===== src/rtl/lag_pkg.sv =====
package lag_pkg;

  localparam int WORD_W = 32;

  localparam logic [1:0] SEL_BASE   = 2'd0;
  localparam logic [1:0] SEL_STRIDE = 2'd1;
  localparam logic [1:0] SEL_COUNT  = 2'd2;
  localparam logic [1:0] SEL_COEF   = 2'd3;

  typedef enum logic [1:0] {
    ST_IDLE  = 2'd0,
    ST_ISSUE = 2'd1,
    ST_WAIT  = 2'd2
  } lag_state_e;

  // address step on a full word; callers truncate to their width
  function automatic logic [31:0] addr_advance(input logic [31:0] cur,
                                               input logic [31:0] step);
    return cur + step;
  endfunction

  // one multiply-accumulate step, wrapping modulo 2^32
  function automatic logic [WORD_W-1:0] mac_step(input logic [WORD_W-1:0] acc,
                                                 input logic [WORD_W-1:0] data,
                                                 input logic [WORD_W-1:0] coef);
    logic [WORD_W-1:0] prod;
    prod = data * coef;
    return acc + prod;
  endfunction

endpackage


===== src/rtl/lag_addr_gen.sv =====
module lag_addr_gen #(
  parameter int AW = 16
) (
  input  logic          clk,
  input  logic          rst_n,
  input  logic          load,
  input  logic          step,
  input  logic [AW-1:0] base,
  input  logic [AW-1:0] stride,
  output logic [AW-1:0] addr
);

  logic [AW-1:0] addr_q;
  logic [AW-1:0] addr_next;

  assign addr_next = AW'(lag_pkg::addr_advance(32'(addr_q), 32'(stride)));

  always_ff @(posedge clk or negedge rst_n) begin
    if (!rst_n)    addr_q <= '0;
    else if (load) addr_q <= base;
    else if (step) addr_q <= addr_next;
  end

  assign addr = addr_q;

  // a load and a step never fall in the same cycle
  assert_load_step_excl_R2: assert property (@(posedge clk) disable iff (!rst_n)
    !(load && step));

endmodule


===== src/rtl/lag_loop_ctrl.sv =====
module lag_loop_ctrl #(
  parameter int CW = 16
) (
  input  logic          clk,
  input  logic          rst_n,
  input  logic          start,
  input  logic [CW-1:0] count_in,
  input  logic          rvalid,
  output logic          start_ok,
  output logic          issue,
  output logic          acc_en,
  output logic          busy,
  output logic          done
);
  import lag_pkg::*;

  lag_state_e    state;
  logic [CW-1:0] remaining;
  logic          done_q;
  logic          zero_count;

  assign zero_count = (count_in == '0);
  assign start_ok   = start && (state == ST_IDLE);
  assign issue      = (state == ST_ISSUE);
  assign acc_en     = (state == ST_WAIT) && rvalid;
  assign busy       = (state != ST_IDLE);
  assign done       = done_q;

  always_ff @(posedge clk or negedge rst_n) begin
    if (!rst_n) begin
      state     <= ST_IDLE;
      remaining <= '0;
      done_q    <= 1'b0;
    end else begin
      unique case (state)
        ST_IDLE: begin
          if (start_ok) begin
            remaining <= count_in;
            done_q    <= zero_count;
            state     <= zero_count ? ST_IDLE : ST_ISSUE;
          end
        end
        ST_ISSUE: begin
          remaining <= remaining - 1'b1;
          state     <= ST_WAIT;
        end
        ST_WAIT: begin
          if (rvalid) begin
            if (remaining == '0) begin
              state  <= ST_IDLE;
              done_q <= 1'b1;
            end else begin
              state <= ST_ISSUE;
            end
          end
        end
        default: state <= ST_IDLE;
      endcase
    end
  end

  // the counter never underflows while a read is being issued
  assert_no_underflow_R3: assert property (@(posedge clk) disable iff (!rst_n)
    issue |-> (remaining != '0));

  // no second read while the first one is still outstanding
  assert_single_outstanding_R6: assert property (@(posedge clk) disable iff (!rst_n)
    issue |=> !issue);

endmodule


===== src/rtl/lag_mac.sv =====
module lag_mac (
  input  logic        clk,
  input  logic        rst_n,
  input  logic        clear,
  input  logic        en,
  input  logic [31:0] data,
  input  logic [31:0] coef,
  output logic [31:0] acc
);

  logic [31:0] acc_q;

  always_ff @(posedge clk or negedge rst_n) begin
    if (!rst_n)     acc_q <= '0;
    else if (clear) acc_q <= '0;
    else if (en)    acc_q <= lag_pkg::mac_step(acc_q, data, coef);
  end

  assign acc = acc_q;

  assert_clear_zero_R4: assert property (@(posedge clk) disable iff (!rst_n)
    clear |=> (acc == '0));

endmodule


===== src/rtl/loop_mac_engine.sv =====
module loop_mac_engine #(
  parameter int AW = 16,
  parameter int CW = 16
) (
  input  logic          clk,
  input  logic          rst_n,
  input  logic          cfg_we,
  input  logic [1:0]    cfg_sel,
  input  logic [31:0]   cfg_data,
  input  logic          start,
  output logic          mem_rd,
  output logic [AW-1:0] mem_addr,
  input  logic [31:0]   mem_rdata,
  input  logic          mem_rvalid,
  output logic          busy,
  output logic          done,
  output logic [31:0]   result
);
  import lag_pkg::*;

  logic [AW-1:0] base_q;
  logic [AW-1:0] stride_q;
  logic [CW-1:0] count_q;
  logic [31:0]   coef_q;

  logic cfg_accept;
  logic start_ok;
  logic issue;
  logic acc_en;

  assign cfg_accept = cfg_we && !busy;

  always_ff @(posedge clk or negedge rst_n) begin
    if (!rst_n) begin
      base_q   <= '0;
      stride_q <= '0;
      count_q  <= '0;
      coef_q   <= '0;
    end else if (cfg_accept) begin
      unique case (cfg_sel)
        SEL_BASE:   base_q   <= cfg_data[AW-1:0];
        SEL_STRIDE: stride_q <= cfg_data[AW-1:0];
        SEL_COUNT:  count_q  <= cfg_data[CW-1:0];
        default:    coef_q   <= cfg_data;
      endcase
    end
  end

  lag_loop_ctrl #(.CW(CW)) u_ctrl (
    .clk      (clk),
    .rst_n    (rst_n),
    .start    (start),
    .count_in (count_q),
    .rvalid   (mem_rvalid),
    .start_ok (start_ok),
    .issue    (issue),
    .acc_en   (acc_en),
    .busy     (busy),
    .done     (done)
  );

  lag_addr_gen #(.AW(AW)) u_addr (
    .clk    (clk),
    .rst_n  (rst_n),
    .load   (start_ok),
    .step   (issue),
    .base   (base_q),
    .stride (stride_q),
    .addr   (mem_addr)
  );

  lag_mac u_mac (
    .clk   (clk),
    .rst_n (rst_n),
    .clear (start_ok),
    .en    (acc_en),
    .data  (mem_rdata),
    .coef  (coef_q),
    .acc   (result)
  );

  assign mem_rd = issue;

  assert_first_read_R2: assert property (@(posedge clk) disable iff (!rst_n)
    (start && !busy && count_q != '0) |=> (mem_rd && mem_addr == $past(base_q)));

  assert_zero_count_R5: assert property (@(posedge clk) disable iff (!rst_n)
    (start && !busy && count_q == '0) |=> (done && !busy && !mem_rd));

  assert_hold_without_data_R6: assert property (@(posedge clk) disable iff (!rst_n)
    (!mem_rvalid && !start) |=> $stable(result));

  assert_cfg_frozen_R7: assert property (@(posedge clk) disable iff (!rst_n)
    busy |=> ($stable(base_q) && $stable(stride_q) && $stable(count_q) && $stable(coef_q)));

  assert_done_idle_R8: assert property (@(posedge clk) disable iff (!rst_n)
    done |-> !busy);

endmodule


===== config.mk =====
export PLATFORM = sky130hd
export DESIGN_NAME = loop_mac_engine
export DESIGN_NICKNAME = d
export VERILOG_FILES = /design/src/rtl/lag_pkg.sv /design/src/rtl/lag_addr_gen.sv /design/src/rtl/lag_loop_ctrl.sv /design/src/rtl/lag_mac.sv /design/src/rtl/loop_mac_engine.sv
export SDC_FILE = /design/constraint.sdc
export NUM_CORES = 1
export LEC_CHECK = 0
export CORE_UTILIZATION = 55
export CTS_CLUSTER_SIZE = 25
export DETAILED_ROUTE_END_ITERATION = 12
export PLACE_DENSITY = 0.74
export SETUP_SLACK_MARGIN = 0.4
export SLEW_MARGIN = 10
export SYNTH_ARGS = -nofsm -noshare
export SYNTH_HDL_FRONTEND = slang
export SYNTH_HIERARCHICAL = 1
export SYNTH_SLANG_ARGS = --single-unit

===== constraint.sdc =====
create_clock -name clk -period 7.8 [get_ports clk]
set_input_delay 0.78 -clock clk [delete_from_list [all_inputs] [get_ports clk]]
set_output_delay 0.78 -clock clk [all_outputs]
set_load 0.01 [all_outputs]

==> results by group <==
Run status
  • Outcome: complete, no violations

Logic synthesis
  • Mapped Avg Cell Area: around 9.6 um^2
  • Post-synthesis cell area: 0.0237 mm^2
  • Synth top area share: between 30% and 40%
  • Top_reg_cell synth: dfrtp_1
  • Commonest cells post-synth: inv_1, fa_1, and2_1, nand2_1, dfrtp_1
  • Cell variety after synth: between 80 and 90
  • Yosys top cell by area: fa_1
  • Post-synth EDFFs: 0
  • Post-Syn Instances: ~2500
  • #FFs+latches synth: 147
  • Seq/Total Area, Yosys: ~15%
  • Most common cell in the netlist: inv_1
  • Syn Nets: about 3100
  • Ys Warns: 6
  • Area contributors post-synth: fa_1, dfrtp_1, and2_1
  • Asr flop ratio synth: between 90% and 100%

STA
  • Worst slew pin tran: 0.882 ns
  • Unrepaired setup endpoints after global routing: yes
  • Part of the cycle the worst path needs: 93.2%
  • Fin Hold WS: roughly 0.38 ns
  • Fin. Hold Viols: 0
  • Relative slew slack: 41.2%
  • Maximum clock frequency: 0.138 GHz
  • Fin crit period: ~7.3 ns
  • Clk_skew: ~0.016 ns
  • Slew Limit Fails: 0
  • Final Setup Violations: 0

Die
  • Starting Density: between 50% and 60%
  • Die span in y: 210 um
  • Rows: 75
  • Core ar.: around 0.042 mm^2
  • Io pins: 122
  • Die Span X: between 200 and 250 um
  • Die ar.: about 0.044 mm^2

Layout
  • P&R area growth vs syn: 12.3%
  • FF+latch area: about 0.0037 mm^2
  • Cell area after layout: 0.0267 mm^2
  • Nets: ~3200
  • Util after Layout: a little over three fifths
  • Fin cells: between 3000 and 4000
  • Layout cells sized above 1: roughly a tenth
  • Fill count: approximately 3400
  • Area of the multi-input gates: roughly 0.018 mm^2

Global route
  • Initial antenna violation count: 6
  • Gr usage total: a little under a third
  • Grt ovf: 0
  • Vias in the first global route: slightly below 20000
  • First-pass GRT wire length: about 100000 um
  • Pin count of the biggest net entering global routing: 79

Drt
  • DRT Pass-1 Iters: 5
  • Wire per inst: 20.8 um
  • Number of DRC markers in iteration 0: 1083
  • Final wirelength: about 65000 um
  • Detailed-route via count: 17600
  • Drt via density: between 5 and 6
  • Final ANT Viol Nets: 0
  • Residual DRC: 0

Worst setup path
  • Crit. path cell count: 27
  • Worst setup EP type: register
  • CP delay by family, top: adder cells
  • Cell repeated most along the worst path: fa_1
  • Crit-path max cell delay: 0.54 ns
  • Critical path's slowest cell: fa_1
  • Max Fanout on Critical Path: 15
  • Critical Path AT: between 7 and 8 ns
  • Reg2Reg Depth: 25
  • Setup crit start kind: input port
  • Buffers & Inverters on Critical Path: 9
  • Worst EP required: approximately 8 ns
  • Kind of critical path: input port to register

Clock network
  • CTS Root Buffer Type: clkbuf_16
  • Clock Latency Late Sink: ~0.46 ns
  • Largest buffer count on any clock path: 2
  • Clock slew at reported path FFs: around 0.07 ns
  • CTS tree: built
  • H-tree lvl count: 4
  • Clock net sink count: approximately 150
  • Post-cts hold buffer count: 0
  • CTS Buf Count: 17

Place
  • Detailed placement HPWL: about 50000 um
  • Placed cell area: approximately 0.026 mm^2
  • Placed cell count: around 3100
  • RePlAce Congestion: between 0.9 and 1
  • Buffers added on ports: 121

Worst hold path
  • Worst Hold Class: input port to asynchronous set/reset pin

Run
  • Max cap viols: 0
## registers in the layout, summed over array words and instances (netlist names)
name and flops:
u_ctrl/remaining 16, u_ctrl/state 2, u_ctrl/done 1, u_addr/addr 16, base_q 16, coef_q 32
stride_q 16, u_mac/acc 32, count_q 16
## cell usage in the layout (no fill, tap or decap), drive strengths merged, types with 8 or more instances in the layout
cell / n
nor2: 48
buf: 73
a211oi: 10
o21ai: 44
fa: 439
dlymetal6s2s: 8
mux2i: 18
inv: 509
mux2: 80
o211ai: 12
clkdlybuf4s50: 109
nand2: 263
o21a: 16
nand2b: 9
nand3b: 8
xnor2: 62
a21o: 8
and2: 321
dfrtp: 147
nor3: 21
clkbuf: 21
a21oi: 46
or3: 13
xor2: 18
nand3: 18
nor2b: 9
ha: 140
## final timing paths
kind / start / end / slack (ns)
min in group clk: base_q[7] / u_addr/addr[7] / 0.48
worst max-delay path: mem_rdata[13] / u_mac/acc[28] / 0.53
worst min register to register: base_q[7] / u_addr/addr[7] / 0.48
worst min-delay path: rst_n / u_mac/acc[6] / 0.38
worst max register to register: coef_q[1] / u_mac/acc[28] / 0.60
max in group asynchronous: rst_n / coef_q[10] / 5.93
## what timing repair did
action                                  CTS  global route
cloned                                    0             3
setup buffers                             0            10
endpoints found under the setup margin    3            10
resized for setup                         3            35
pin swaps                                 1             9
## routing by layer
layer | global-route usage (%) | vias to the layer above | part of all wire [%]
li1 | - | 7678 | -
met1 | 39.6 | 9009 | 39
met2 | 51.4 | 718 | 49
met3 | 5.81 | 173 | 7.3
met4 | 11.5 | 8 | 4.5
met5 | 0 | - | 0.082
## cells by family after synthesis
family	Yosys count	share of synthesized area, %
DFF	147	15.5
adders and majority gates	579	44.4
muxes	98	4.87
AOI/OAI and AO/OA	192	5.50
buffers and inverters	618	10.1
and+or+nand+nor	748	16.6
xor gates and xnor gates	81	3.08
## through the flow
stage | setup TNS, ns | setup slack (ns)
after CTS | 0 | 0.402
after global routing | 0 | 0.348
final | 0 | 0.530
after detailed placement | -0.391 | -0.116
after global placement | 0 | 0.0151
after floorplan | 0 | 0.513
## area by class of cell
| class | count | share of cell area [%] |
|---|---|---|
| Clock inverter | 14 | 0.451 |
| Timing Repair Buffer | 196 | 7.76 |
| Multi-Input combinational cell | 1698 | 66.7 |
| Inverter | 503 | 7.08 |
| Tap cell | 539 | 2.53 |
| Clock buffer | 18 | 1.65 |
| Antenna cell | 1 | 0.00939 |
| Sequential cell | 147 | 13.8 |
Power is not shown: default switching activity piles up to over one toggle a cycle in this logic, so the estimate is an artifact.
